### config.mk
export PLATFORM = sky130hd
export DESIGN_NAME = pit_channel
export DESIGN_NICKNAME = d
export VERILOG_FILES = /design/src/rtl/pit_pkg.sv /design/src/rtl/pit_gate_sync.sv /design/src/rtl/pit_counter.sv /design/src/rtl/pit_ctrl.sv /design/src/rtl/pit_channel.sv
export SDC_FILE = /design/constraint.sdc
export NUM_CORES = 1
export LEC_CHECK = 0
export BUFFER_PORTS_ARGS = -buffer_cell sky130_fd_sc_hd__buf_2
export CORE_ASPECT_RATIO = 0.75
export CORE_MARGIN = 4
export CORE_UTILIZATION = 45
export CTS_BUF_LIST = sky130_fd_sc_hd__clkbuf_16
export CTS_CLUSTER_DIAMETER = 100
export DETAILED_ROUTE_END_ITERATION = 10
export PLACE_DENSITY = 0.66
export SETUP_SLACK_MARGIN = 0.4
export SKIP_CTS_REPAIR_TIMING = 1
export SLEW_MARGIN = 20
export SYNTH_ARGS = -nofsm -noshare
export SYNTH_HDL_FRONTEND = slang
export SYNTH_SLANG_ARGS = --single-unit
### constraint.sdc
create_clock -name clk -period 2.95 [get_ports clk]
set_input_delay 0.4425 -clock clk [delete_from_list [all_inputs] [get_ports clk]]
set_output_delay 0.4425 -clock clk [all_outputs]
set_load 0.05 [all_outputs]
### src/rtl/pit_pkg.sv
package pit_pkg;
  typedef enum logic {
    MODE_ONESHOT = 1'b0,
    MODE_RATE    = 1'b1
  } pit_mode_e;

  localparam int DIGIT_W = 4;
endpackage

### src/rtl/pit_gate_sync.sv
module pit_gate_sync #(
  parameter int STAGES = 2
) (
  input  logic clk,
  input  logic rst_n,
  input  logic gate_async,
  output logic gate_lvl,
  output logic gate_rise
);
  logic [STAGES-1:0] sync_q;
  logic              lvl_d;

  always_ff @(posedge clk or negedge rst_n) begin
    if (!rst_n) begin
      sync_q <= '0;
      lvl_d  <= 1'b0;
    end else begin
      sync_q <= {sync_q[STAGES-2:0], gate_async};
      lvl_d  <= sync_q[STAGES-1];
    end
  end

  assign gate_lvl  = sync_q[STAGES-1];
  assign gate_rise = sync_q[STAGES-1] & ~lvl_d;
endmodule

### src/rtl/pit_counter.sv
module pit_counter
  import pit_pkg::*;
#(
  parameter int CNT_W = 16
) (
  input  logic             clk,
  input  logic             rst_n,
  input  logic             load,
  input  logic [CNT_W-1:0] load_val,
  input  logic             dec_en,
  input  logic             bcd,
  output logic [CNT_W-1:0] cnt,
  output logic             cnt_is1,
  output logic             cnt_is2
);
  localparam int DIGITS = CNT_W / DIGIT_W;

  function automatic logic [CNT_W-1:0] bin_dec(input logic [CNT_W-1:0] v);
    return v - CNT_W'(1);
  endfunction

  function automatic logic [CNT_W-1:0] bcd_dec(input logic [CNT_W-1:0] v);
    logic [CNT_W-1:0]   r;
    logic               borrow;
    logic [DIGIT_W-1:0] d;
    r      = v;
    borrow = 1'b1;
    for (int i = 0; i < DIGITS; i++) begin
      d = v[i*DIGIT_W +: DIGIT_W];
      if (borrow) begin
        if (d == '0) begin
          r[i*DIGIT_W +: DIGIT_W] = DIGIT_W'(9);
        end else begin
          r[i*DIGIT_W +: DIGIT_W] = d - DIGIT_W'(1);
          borrow = 1'b0;
        end
      end
    end
    return r;
  endfunction

  logic [CNT_W-1:0] cnt_next;

  always_comb begin
    if (load)        cnt_next = load_val;
    else if (dec_en) cnt_next = bcd ? bcd_dec(cnt) : bin_dec(cnt);
    else             cnt_next = cnt;
  end

  always_ff @(posedge clk or negedge rst_n) begin
    if (!rst_n) cnt <= '0;
    else        cnt <= cnt_next;
  end

  assign cnt_is1 = (cnt == CNT_W'(1));
  assign cnt_is2 = (cnt == CNT_W'(2));
endmodule

### src/rtl/pit_ctrl.sv
module pit_ctrl
  import pit_pkg::*;
#(
  parameter int CNT_W = 16
) (
  input  logic             clk,
  input  logic             rst_n,
  input  logic             wr,
  input  pit_mode_e        wr_mode,
  input  logic             wr_bcd,
  input  logic [CNT_W-1:0] wr_val,
  input  logic             gate_lvl,
  input  logic             gate_rise,
  input  logic             cnt_is1,
  input  logic             cnt_is2,
  output logic             load,
  output logic             dec_en,
  output logic             out_q,
  output logic             bcd_q,
  output logic             prog_q,
  output logic             pend_q,
  output logic             run_q,
  output pit_mode_e        mode_q,
  output logic [CNT_W-1:0] init_q
);
  logic active;

  always_comb begin
    active = prog_q & ~wr;
    if (mode_q == MODE_ONESHOT) begin
      load   = active & (pend_q | gate_rise);
      dec_en = active & run_q & ~load;
    end else begin
      load   = active & (pend_q | gate_rise | (gate_lvl & cnt_is1));
      dec_en = active & gate_lvl & ~load;
    end
  end

  always_ff @(posedge clk or negedge rst_n) begin
    if (!rst_n) begin
      mode_q <= MODE_ONESHOT;
      bcd_q  <= 1'b0;
      init_q <= '0;
      pend_q <= 1'b0;
      run_q  <= 1'b0;
      out_q  <= 1'b1;
      prog_q <= 1'b0;
    end else if (wr) begin
      mode_q <= wr_mode;
      bcd_q  <= wr_bcd;
      init_q <= wr_val;
      pend_q <= 1'b1;
      run_q  <= 1'b0;
      out_q  <= 1'b1;
      prog_q <= 1'b1;
    end else if (prog_q) begin
      pend_q <= 1'b0;
      if (mode_q == MODE_ONESHOT) begin
        if (gate_rise) begin
          run_q <= 1'b1;
          out_q <= 1'b0;
        end else if (run_q && cnt_is1) begin
          run_q <= 1'b0;
          out_q <= 1'b1;
        end
      end else begin
        run_q <= 1'b0;
        if (!gate_lvl || load) out_q <= 1'b1;
        else                   out_q <= ~cnt_is2;
      end
    end
  end
endmodule

### src/rtl/pit_channel.sv
module pit_channel
  import pit_pkg::*;
#(
  parameter int CNT_W       = 16,
  parameter int SYNC_STAGES = 2
) (
  input  logic             clk,
  input  logic             rst_n,
  input  logic             gate,
  input  logic             cfg_wr,
  input  logic             cfg_mode,
  input  logic             cfg_bcd,
  input  logic [CNT_W-1:0] cfg_count,
  output logic             out,
  output logic [CNT_W-1:0] count
);
  logic             gate_lvl, gate_rise;
  logic             load, dec_en, cnt_is1, cnt_is2;
  logic             bcd_q, prog_q, pend_q, run_q, out_q;
  pit_mode_e        mode_q;
  logic [CNT_W-1:0] init_q;

  pit_gate_sync #(.STAGES(SYNC_STAGES)) u_sync (
    .clk(clk), .rst_n(rst_n), .gate_async(gate),
    .gate_lvl(gate_lvl), .gate_rise(gate_rise)
  );

  pit_ctrl #(.CNT_W(CNT_W)) u_ctrl (
    .clk(clk), .rst_n(rst_n), .wr(cfg_wr),
    .wr_mode(pit_mode_e'(cfg_mode)), .wr_bcd(cfg_bcd), .wr_val(cfg_count),
    .gate_lvl(gate_lvl), .gate_rise(gate_rise),
    .cnt_is1(cnt_is1), .cnt_is2(cnt_is2),
    .load(load), .dec_en(dec_en), .out_q(out_q), .bcd_q(bcd_q),
    .prog_q(prog_q), .pend_q(pend_q), .run_q(run_q),
    .mode_q(mode_q), .init_q(init_q)
  );

  pit_counter #(.CNT_W(CNT_W)) u_cnt (
    .clk(clk), .rst_n(rst_n), .load(load), .load_val(init_q),
    .dec_en(dec_en), .bcd(bcd_q), .cnt(count),
    .cnt_is1(cnt_is1), .cnt_is2(cnt_is2)
  );

  assign out = out_q;
endmodule

==> results.tsv, run 1 <==
stage	metric	value	unit
layout	Syn-to-layout area delta	16.6	%
yosys	post-synth top area share	0.443	
detailed_routing	post-DR vias/cell	5.82	
sta	Pins Over Slew Limit	0	
pwr	P_leak	1.08	nW
pwr	Design Power	1.68	mW
sta	Slew @ Worst Pin	0.888	ns
yosys	simple-gate share of the synthesized area	0.193	
yosys	YS warnings	0	
place	hpwl dp	3.65	mm
yosys	most area-consuming cells after synthesis	dfrtp_1 44%, mux2_2 10%, a31oi_1 3.9%	
critical_path	Worst Path Required	3.17	ns
sta	Final Hold Viols	0	
sta	skew final	0.00396	ns
detailed_routing	Routed Antenna Nets	0	
worst_hold_path	Worst Hold Class	in -> reg	
clock_tree	Clock transition at path regs	0.05	ns
sta	slew margin rel.	0.408	
yosys	unique cell type count in the Yosys netlist	55	
yosys	Gate Count Post-Synth	216	
yosys	number of flops mapped to enable cells by yosys	0	
detailed_routing	drt wl/cell	16.3	um
sta	Tcrit/Tclk final	0.825	
clock_tree	H-tree Lvls	2	
layout	layout cells sized above 1	0.313	
yosys	Async SR Flop Fraction	1.00	
yosys	sequential share of the synthesized area	0.455	
layout	layout net count	278	
floorplanning	Core Box Area	4870	sq um
floorplanning	Die Ht	69.4	um
yosys	#FFs+latches synth	41	
yosys	Post-Synth Adder-Cell Area	0.0221	
detailed_routing	DRC errors left	0	
layout	commonest non-fill, non-tap cell in the layout	dfrtp_1	
clock_tree	Sink Count	41	
yosys	area share of xor/xnor cells in the synthesized design	0.00388	
clock_tree	TritonCTS Buffers	5	
yosys	area leader, netlist	dfrtp_1	
grt	initial antenna violation count	0	
yosys	Mapped Nets	242	
sta	final hold slack	0.268	ns
critical_path	CP Capture Type	register	
detailed_routing	DRT Pass-1 Iters	4	
sta	RSZ-0062 raised after global routing	yes	
clock_tree	worst skew pair latency	0.28	ns
clock_tree	CTS root buffer	clkbuf_16	
grt	Tot GR Track Use	0.172	
yosys	prevailing post-synth register cell	dfrtp_1	
detailed_routing	Initial DRC Count	135	
critical_path	critical-path maximum fanout	10	
place	port bufs	38	
clock_tree	clock tree from TritonCTS	yes	
layout	Filler cells	464	
grt	vias in the first global route	1720	
yosys	post-synthesis mux area share	0.122	
yosys	syn_area_per_cell	10.5	sq um
clock_tree	Longest Clk Path Bufs	2	
floorplanning	Starting Density	0.464	
detailed_routing	vias	1815	
grt	GRT overflow	0	
grt	pin count of the biggest net entering global routing	42	
grt	global-route wire length before repair	8.74	mm
sta	minimum clock period after layout	2.43	ns
run	max cap viols	0	
layout	most frequent cells in the layout	40 x dfrtp_1, 38 x buf_2, 21 x mux2_2	
critical_path	Startpoint Class	register	
yosys	compound-gate portion of the synthesized area	0.170	
sta	setup TNS	0	ns
layout	# diodes	0	
yosys	Mapped Area	2260	sq um
floorplanning	# IOs	39	
pwr	Pwr Density	636	nW/um^2
detailed_routing	Detailed Route WL	5.08	mm
pwr	worst vdd rail ir drop	327	uV
critical_path	arrival time at the worst endpoint	2.65	ns
floorplanning	Rows	22	
floorplanning	die area	6230	sq um
place	routability congestion estimate	0.789	
critical_path	Setup Crit Path Kind	reg -> reg	
sta	Fmax	411	MHz
yosys	largest family of logic cells by synthesized area	simple AND/OR/NAND/NOR gates	
floorplanning	Die X	89.8	um
outcome	status	finished, final reports clean	
sta	final setup vio count	0	
## layer usage
metal  wire length, um  global-route usage  vias to the layer above
li1                  -                   -                      891
met3               406              0.0499                        7
met4                70              0.0561                        0
met5                 0                   0                        -
met1              2500               0.255                      860
met2              2110               0.240                       57
## per-stage QoR
step | std cells | setup WS [ns] | cell area (sq um) | utilization
detailed placement | 305 | 0.545 | 2490 | 0.512
global route | 312 | 0.364 | 2640 | 0.541
finish | 312 | 0.518 | 2640 | 0.541
global placement | 305 | 0.666 | 2490 | 0.512
CTS | 312 | 0.536 | 2630 | 0.539
floorplan | 216 | 0.603 | 2260 | -
## power breakdown
part | switching (mW) | leakage [nW] | total [mW] | internal, mW
clock network | 0.199 | 0.0685 | 0.501 | 0.302
registers | 0.108 | 0.468 | 0.740 | 0.632
logic | 0.285 | 0.545 | 0.437 | 0.152
total | 0.591 | 1.08 | 1.68 | 1.09
## critical path: stages, from the launching register on
cell and delay, ns:
dfrtp_1 0.43, inv_1 0.15, ha_1 0.24, nor4bb_1 0.25, nand4_1 0.44, and2_1 0.42, a31oi_1 0.25, mux2_2 0.19
## synth_stat cells (2+ instances only)
library cell	count
nor2_1	18
a21o_1	2
dfrtp_1	40
nand4_1	5
nand3b_1	2
or4_1	5
mux2_2	21
buf_2	4
ha_1	4
clkbuf_1	7
o31ai_1	10
o21ai_0	8
nor3_1	5
nor2b_1	4
or2_2	2
a21oi_1	9
nand2_1	4
mux2i_1	4
inv_1	4
or3_1	4
nor4_1	2
a31oi_1	14
nand3_1	6
## cell type report
cell class / instances / area (sq um) / area share
well taps: 60 / 75.1 / 0.0285
repair buffers: 42 / 220 / 0.0836
inverters: 4 / 15.0 / 0.00570
clock buffers: 5 / 125 / 0.0475
multi-input cells: 158 / 1160 / 0.442
flip-flops and latches: 41 / 1030 / 0.390
clock inverters: 2 / 7.51 / 0.00285
## state kept, by name, indices dropped and copies added (netlist names)
| name | count |
|---|---|
| u_ctrl.mode_q | 1 |
| u_ctrl.prog_q | 1 |
| u_ctrl.out_q | 1 |
| u_sync.lvl_d | 1 |
| u_ctrl.init_q | 16 |
| u_ctrl.pend_q | 1 |
| u_ctrl.run_q | 1 |
| u_cnt.cnt | 16 |
| u_sync.sync_q | 2 |
| u_ctrl.bcd_q | 1 |
## path summary, 6_finish.rpt
| check | start | endpoint | slack [ns] | depth (start not counted) |
|---|---|---|---|---|
| worst min-delay path | gate | u_sync.sync_q[0] | 0.27 | 1 |
| min in group asynchronous | rst_n | u_ctrl.init_q[9] | 0.29 | 1 |
| worst max register to register | u_cnt.cnt[1] | u_cnt.cnt[3] | 0.52 | 7 |
| worst max-delay path | u_cnt.cnt[1] | u_cnt.cnt[3] | 0.52 | 7 |
| max in group asynchronous | rst_n | u_cnt.cnt[2] | 2.11 | 1 |
| worst min register to register | u_sync.sync_q[0] | u_sync.sync_q[1] | 0.35 | 0 |
## cells by family after synthesis
group	after synthesis
AOI/OAI and AO/OA	57
adders and majority gates	4
xor gates and xnor gates	1
buffers and inverters	17
DFF	41
muxes	25
and+or+nand+nor	71
(Power assumes the default switching activity.)
==> run 2: changes to the inputs <==
clock period = 2.38 ns   (was 2.95 ns; I/O delays follow)
==> run 2 against run 1 <==
Compared with the run above: flip-flop and latch count stayed put; clock skew is 0.0023 ns higher; critical path type unchanged; first-iteration DRC count is 39% lower; sequential power is 26% higher; non-clock buffer count is 16 higher; wire length is 4.7% higher; largest power group unchanged; critical endpoint is now u_cnt.cnt[12]; clock power is 26% higher; via count is 5.7% higher.
==> results.tsv, run 2 (synthesis gave the netlist of run 1 again) <==
stage	metric	value	unit	change
detailed_routing	Detailed Route WL	5.32	mm	was 5.08 mm
detailed_routing	DRC errors left	0		unchanged
clock_tree	clock tree from TritonCTS	yes		unchanged
clock_tree	worst skew pair latency	0.28	ns	about the same
place	routability congestion estimate	0.846		was 0.789
clock_tree	TritonCTS Buffers	5		unchanged
sta	slew margin rel.	0.656		was 0.408
pwr	switching power	0.774	mW	was 0.591 mW
worst_hold_path	Worst Hold Class	in -> async		was in -> reg
floorplanning	Die X	89.8	um	unchanged
layout	Syn-to-layout area delta	26.7	%	was 16.6%
critical_path	Startpoint Class	register		unchanged
grt	pin count of the biggest net entering global routing	23		was 42
pwr	worst vdd rail ir drop	323	uV	was 327 uV
critical_path	Bufs and invs on worst path	1		unchanged
sta	minimum clock period after layout	2.07	ns	was 2.43 ns
grt	vias in the first global route	1753		was 1,720
floorplanning	Core Box Area	4870	sq um	unchanged
clock_tree	H-tree Lvls	2		unchanged
place	port bufs	38		unchanged
layout	design area	2860	sq um	was 2640 sq um
critical_path	critical-path maximum fanout	8		was 10
layout	layout net count	294		was 278
pwr	Int Power	1.41	mW	was 1.09 mW
critical_path	Worst Path Required	2.58	ns	was 3.17 ns
pwr	switch share	0.355		was 0.352
grt	Tot GR Track Use	0.167		was 0.172
outcome	status	finished, final reports clean		unchanged
layout	most frequent cells in the layout	38 x buf_2, 31 x dfrtp_1, 21 x mux2_2		was 40 x dfrtp_1, 38 x buf_2, 21 x mux2_2
critical_path	Reg-to-Reg Start	u_cnt.cnt[7]		was u_cnt.cnt[1]
layout	# diodes	0		unchanged
critical_path	CP Launch Point	u_cnt.cnt[7]		was u_cnt.cnt[1]
clock_tree	CTS root buffer	clkbuf_16		unchanged
sta	setup TNS	0	ns	unchanged
detailed_routing	DRT Pass-1 Iters	4		unchanged
clock_tree	Sink Count	41		unchanged
floorplanning	Rows	22		unchanged
layout	Post-Route Utilization	0.588		was 0.541
floorplanning	Die Ht	69.4	um	unchanged
critical_path	crit-path max cell delay	0.60	ns	was 0.44 ns
critical_path	CP top delay family	simple AND/OR/NAND/NOR gates		unchanged
place	hpwl dp	3.75	mm	was 3.65 mm
pwr	Clock power frac	0.289		was 0.299
sta	final setup vio count	0		unchanged
pwr	logic gate share of total power	0.285		was 0.260
sta	Slew @ Worst Pin	0.515	ns	was 0.888 ns
floorplanning	# IOs	39		unchanged
critical_path	CP Cell Sequence	or4_4 -> o21ai_4 -> nand3_4 -> buf_6 -> or3_1 -> a31oi_1		was inv_1 -> ha_1 -> nor4bb_1 -> nand4_1 -> and2_1 -> a31oi_1 -> mux2_2
layout	Top Registers	u_cnt.cnt x16, u_ctrl.init_q x16, u_sync.sync_q x2		unchanged
clock_tree	Clock transition at path regs	0.06	ns	was 0.05 ns
layout	layout cells sized above 1	0.435		was 0.313
sta	Fmax	483	MHz	was 411 MHz
pwr	Pwr Density	761	nW/um^2	was 636 nW/um^2
detailed_routing	drt wl/cell	16.2	um	was 16.3 um
place	dpl cell area	2600	sq um	was 2490 sq um
grt	global-route wire length before repair	8.60	mm	was 8.74 mm
sta	final hold slack	0.0274	ns	was 0.268 ns
run	max cap viols	0		unchanged
layout	commonest non-fill, non-tap cell in the layout	buf_2		was dfrtp_1
floorplanning	Starting Density	0.464		unchanged
sta	Pins Over Slew Limit	0		unchanged
critical_path	Setup Crit Path Kind	reg -> reg		unchanged
detailed_routing	post-DR vias/cell	5.83		was 5.82
sta	Tcrit/Tclk final	0.869		was 0.825
sta	Final Hold Viols	0		unchanged
detailed_routing	vias	1918		was 1,815
grt	GRT overflow	0		unchanged
critical_path	CP Capture Type	register		unchanged
detailed_routing	Routed Antenna Nets	0		unchanged
pwr	Flop pwr share	0.427		was 0.441
critical_path	arrival time at the worst endpoint	2.27	ns	was 2.65 ns
critical_path	slowest cell on the critical path	or4_4		was nand4_1
pwr	P_leak	1.17	nW	was 1.08 nW
floorplanning	die area	6230	sq um	unchanged
sta	RSZ-0062 raised after global routing	yes		unchanged
sta	skew final	0.00624	ns	was 0.00396 ns
detailed_routing	Initial DRC Count	83		was 135
grt	initial antenna violation count	0		unchanged
clock_tree	Longest Clk Path Bufs	2		unchanged
run 2: cell type report:
class / instances / area (sq um)
fill: 428 / 2010
clock inverter: 3 / 13.8
sequential: 41 / 1040
clock buffer: 5 / 125
inverter: 4 / 20.0
timing repair buffer: 58 / 348
multi-input combinational: 158 / 1240
tap: 60 / 75.1
run 2: through the flow:
step	setup slack (ns)	total power, mW	cells
5_1_grt	0.241	2.30	329
3_5_place_dp	0.188	1.51	312
2_1_floorplan	0.247	1.35	216
4_1_cts	0.158	2.15	320
3_3_place_gp	0.242	1.50	312
6_report	0.311	2.18	329
run 2: worst register-to-register path: stages (launching register included):
cell	delay (ns)
dfrtp_2	0.45
or4_4	0.60
o21ai_4	0.20
nand3_4	0.13
buf_6	0.15
or3_1	0.30
a31oi_1	0.16
run 2: per-layer routing:
layer	GRT usage	wire length, um	up-vias
met5	0	0	-
met4	0.0442	43	0
met3	0.0488	339	5
met2	0.234	2330	50
met1	0.250	2600	925
li1	-	-	938
run 2: final timing paths:
check	to	slack, ns	depth (start not counted)
worst max-delay path	u_cnt.cnt[12]	0.31	6
worst min-delay path	u_ctrl.init_q[12]	0.03	1
worst max register to register	u_cnt.cnt[12]	0.31	6
worst min register to register	u_sync.sync_q[1]	0.35	0
max in group asynchronous	u_cnt.cnt[6]	1.70	2
min in group clk	u_sync.sync_q[0]	0.19	1
run 2: power groups by stage:
| stage | Clock, mW | Sequential [mW] | Combinational, mW |
|---|---|---|---|
| 2_1_floorplan | 0 | 1.06 | 0.293 |
| 3_3_place_gp | 0 | 0.925 | 0.573 |
| 3_5_place_dp | 0 | 0.930 | 0.579 |
| 4_1_cts | 0.647 | 0.918 | 0.582 |
| 5_1_grt | 0.682 | 0.951 | 0.667 |
| 6_report | 0.630 | 0.930 | 0.620 |
==> run 3: changes to the inputs <==
ABC_AREA = 1   (was unset)
PLACE_DENSITY = 0.68   (was 0.66)
clock period = 1.88 ns   (was 2.38 ns; I/O delays follow)
==> run 3 against run 2 <==
Compared with the run above: wire length increased by 38%; critical endpoint is now u_ctrl.out_q; sequential power increased by 53%; highest routed layer unchanged; setup slack got worse by 0.18 ns; flip-flop and latch count unchanged; non-clock buffer count increased by 20; clock skew decreased by 0.0020 ns; first-iteration DRC count increased by 110%; total power increased to 2.5 times the previous value; die area increased by 12%; worst hold slack improved by 0.075 ns.
==> results.tsv, run 3 <==
stage	metric	value	unit	change
layout	fin cells	523		was 329
clock_tree	CTS root buffer	clkbuf_16		unchanged
critical_path	critical-path maximum fanout	6		was 8
grt	Tot GR Track Use	0.198		was 0.167
floorplanning	Core Box Area	5440	sq um	was 4870 sq um
clock_tree	TritonCTS Buffers	5		unchanged
run	max cap viols	0		unchanged
pwr	P_leak	1.92	nW	was 1.17 nW
clock_tree	clock tree from TritonCTS	yes		unchanged
critical_path	Crit Reg-Reg Endpoint	u_ctrl.out_q		was u_cnt.cnt[12]
yosys	number of flops mapped to enable cells by yosys	0		unchanged
critical_path	CP Cell Sequence	nor2_4 -> nand2_4 -> nor2_4 -> nand3_4 -> o21ai_4 -> buf_12 -> buf_8 -> buf_6 -> nor2_4 -> o21ai_2		was or4_4 -> o21ai_4 -> nand3_4 -> buf_6 -> or3_1 -> a31oi_1
place	hpwl dp	4.65	mm	was 3.75 mm
sta	slew margin rel.	0.775		was 0.656
pwr	switch share	0.487		was 0.355
yosys	most common cell in the netlist	nand2_1		was dfrtp_1
clock_tree	Sink Count	41		unchanged
clock_tree	H-tree Lvls	2		unchanged
critical_path	CP Launch Point	u_cnt.cnt[4]		was u_cnt.cnt[7]
yosys	YS warnings	0		unchanged
grt	initial antenna violation count	0		unchanged
yosys	compound-gate portion of the synthesized area	0.0735		was 0.170
critical_path	Worst Path Required	2.10	ns	was 2.58 ns
floorplanning	Rows	23		was 22
sta	Pins Over Slew Limit	0		unchanged
floorplanning	Starting Density	0.473		was 0.464
critical_path	Startpoint Class	register		unchanged
detailed_routing	Initial DRC Count	171		was 83
detailed_routing	DRT Pass-1 Iters	4		unchanged
sta	Tcrit/Tclk final	0.932		was 0.869
yosys	Gate Count Post-Synth	371		was 216
sta	Final Hold Viols	0		unchanged
layout	Top Registers	u_cnt.cnt x16, u_ctrl.init_q x16, u_sync.sync_q x2		unchanged
yosys	unique cell type count in the Yosys netlist	27		was 55
sta	skew final	0.00420	ns	was 0.00624 ns
yosys	Mapped Nets	397		was 242
outcome	status	finished, final reports clean		unchanged
place	placed insts	489		was 312
yosys	sequential share of the synthesized area	0.400		was 0.455
pwr	Pwr Density	1540	nW/um^2	was 761 nW/um^2
critical_path	Reg-to-Reg Start	u_cnt.cnt[4]		was u_cnt.cnt[7]
critical_path	Critical Path End	u_ctrl.out_q		was u_cnt.cnt[12]
sta	setup TNS	0	ns	unchanged
clock_tree	Longest Clk Path Bufs	2		unchanged
detailed_routing	drt wl/cell	14.0	um	was 16.2 um
pwr	Flop pwr share	0.260		was 0.427
grt	GRT overflow	0		unchanged
pwr	worst vdd rail ir drop	763	uV	was 323 uV
yosys	most area-consuming cells after synthesis	dfrtp_1 39%, nand2_1 26%, inv_1 4.8%		was dfrtp_1 44%, mux2_2 10%, a31oi_1 3.9%
critical_path	arrival time at the worst endpoint	1.97	ns	was 2.27 ns
grt	global-route wire length before repair	10.8	mm	was 8.60 mm
clock_tree	worst skew pair latency	0.28	ns	about the same
pwr	Design Power	5.49	mW	was 2.18 mW
floorplanning	# IOs	39		unchanged
critical_path	Critical Path Most Common Cell	nor2_4		
sta	final setup vio count	0		unchanged
pwr	Clock power frac	0.174		was 0.289
critical_path	Bufs and invs on worst path	3		was 1
detailed_routing	Routed Antenna Nets	0		unchanged
floorplanning	Die Ht	73.4	um	was 69.4 um
detailed_routing	post-DR vias/cell	4.99		was 5.83
layout	commonest non-fill, non-tap cell in the layout	nand2_1		was buf_2
yosys	Async SR Flop Fraction	1.00		unchanged
sta	Slew @ Worst Pin	0.337	ns	was 0.515 ns
sta	Fmax	571	MHz	was 483 MHz
layout	most frequent cells in the layout	158 x nand2_1, 38 x buf_2, 31 x inv_1		was 38 x buf_2, 31 x dfrtp_1, 21 x mux2_2
yosys	post-synth top area share	0.389		was 0.443
critical_path	Setup Crit Path Kind	reg -> reg		unchanged
critical_path	CP top delay family	simple AND/OR/NAND/NOR gates		unchanged
yosys	simple-gate share of the synthesized area	0.420		was 0.193
yosys	largest family of logic cells by synthesized area	simple AND/OR/NAND/NOR gates		unchanged
yosys	most instantiated cells after synthesis	178 x nand2_1, 40 x dfrtp_1, 33 x inv_1		was 40 x dfrtp_1, 21 x mux2_2, 18 x nor2_1
sta	final hold slack	0.102	ns	was 0.0274 ns
detailed_routing	vias	2610		was 1,918
place	routability congestion estimate	0.825		was 0.846
critical_path	slowest cell on the critical path	dfrtp_2		was or4_4
sta	RSZ-0062 raised after global routing	yes		unchanged
grt	pin count of the biggest net entering global routing	42		was 23
detailed_routing	DRC errors left	0		unchanged
yosys	prevailing post-synth register cell	dfrtp_1		unchanged
yosys	Post-Synth Adder-Cell Area	0.0195		was 0.0221
detailed_routing	Detailed Route WL	7.33	mm	was 5.32 mm
layout	# diodes	0		unchanged
layout	Filler cells	433		was 428
yosys	area share of xor/xnor cells in the synthesized design	0.0136		was 0.00388
critical_path	Worst R2R Setup Slack	0.13	ns	was 0.31 ns
pwr	Int Power	2.81	mW	was 1.41 mW
pwr	logic gate share of total power	0.566		was 0.285
sta	minimum clock period after layout	1.75	ns	was 2.07 ns
layout	Syn-to-layout area delta	39.0	%	was 26.7%
floorplanning	die area	7000	sq um	was 6230 sq um
layout	layout net count	473		was 294
layout	layout cells sized above 1	0.350		was 0.435
yosys	syn_area_per_cell	6.93	sq um	was 10.5 sq um
critical_path	cells on worst reg2reg path	10		was 6
yosys	Mapped Area	2570	sq um	was 2260 sq um
critical_path	stages on the worst setup path	10		was 6
yosys	#FFs+latches synth	41		unchanged
place	port bufs	38		unchanged
yosys	post-synthesis mux area share	0		was 0.122
pwr	switching power	2.67	mW	was 0.774 mW
worst_hold_path	Worst Hold Class	in -> reg		was in -> async
critical_path	crit-path max cell delay	0.46	ns	was 0.60 ns
floorplanning	Die X	95.3	um	was 89.8 um
grt	vias in the first global route	2254		was 1,753
yosys	area leader, netlist	dfrtp_1		unchanged
clock_tree	Clock transition at path regs	0.06	ns	about the same
critical_path	CP Capture Type	register		unchanged
run 3: how the worst min path moves through the flow:
stage / start / to / slack [ns] / depth (start not counted)
finish: gate / u_sync.sync_q[0] / 0.10 / 1
global route: gate / u_sync.sync_q[0] / 0.11 / 1
global placement: rst_n / u_ctrl.init_q[3] / 0.27 / 2
floorplan: rst_n / u_cnt.cnt[0] / -0.01 / 0
CTS: rst_n / u_cnt.cnt[5] / -0.02 / 2
detailed placement: rst_n / u_ctrl.init_q[3] / 0.27 / 2
run 3: cells by family after synthesis:
logic type      after synthesis
buf+inv                      42
fa+ha+maj                     4
compound gates               35
simple gates                245
flops                        41
xor+xnor                      4
run 3: power groups by stage:
stage	sequential (mW)	clock [mW]	combinational [mW]
finish	1.42	0.957	3.11
global route	1.46	1.01	3.38
detailed placement	1.42	0	2.48
floorplan	1.96	0	1.32
CTS	1.41	0.971	2.50
global placement	1.42	0	2.46
run 3: layer usage:
metal | GRT usage | share of wire | up-vias
met1 | 0.306 | 0.47 | 1185
met2 | 0.285 | 0.44 | 100
met5 | 0 | 0 | -
met4 | 0.0416 | 0.014 | 0
li1 | - | - | 1311
met3 | 0.0389 | 0.069 | 14
run 3: layout make-up:
cell class                 instances  area [sq um]  area share
timing repair buffer              78           586       0.164
sequential                        41          1050       0.293
multi-input combinational        288          1560       0.436
tap                               75          93.8      0.0263
inverter                          33           126      0.0354
clock inverter                     3          37.5      0.0105
clock buffer                       5           125      0.0350
run 3: through the flow:
step / util / area, sq um / worst slack (ns)
global route: 0.657 / 3570 / 0.0414
floorplan: - / 2600 / 0.212
global placement: 0.542 / 2950 / 0.0949
detailed placement: 0.542 / 2950 / 0.0686
finish: 0.657 / 3570 / 0.128
CTS: 0.571 / 3110 / 0.0436
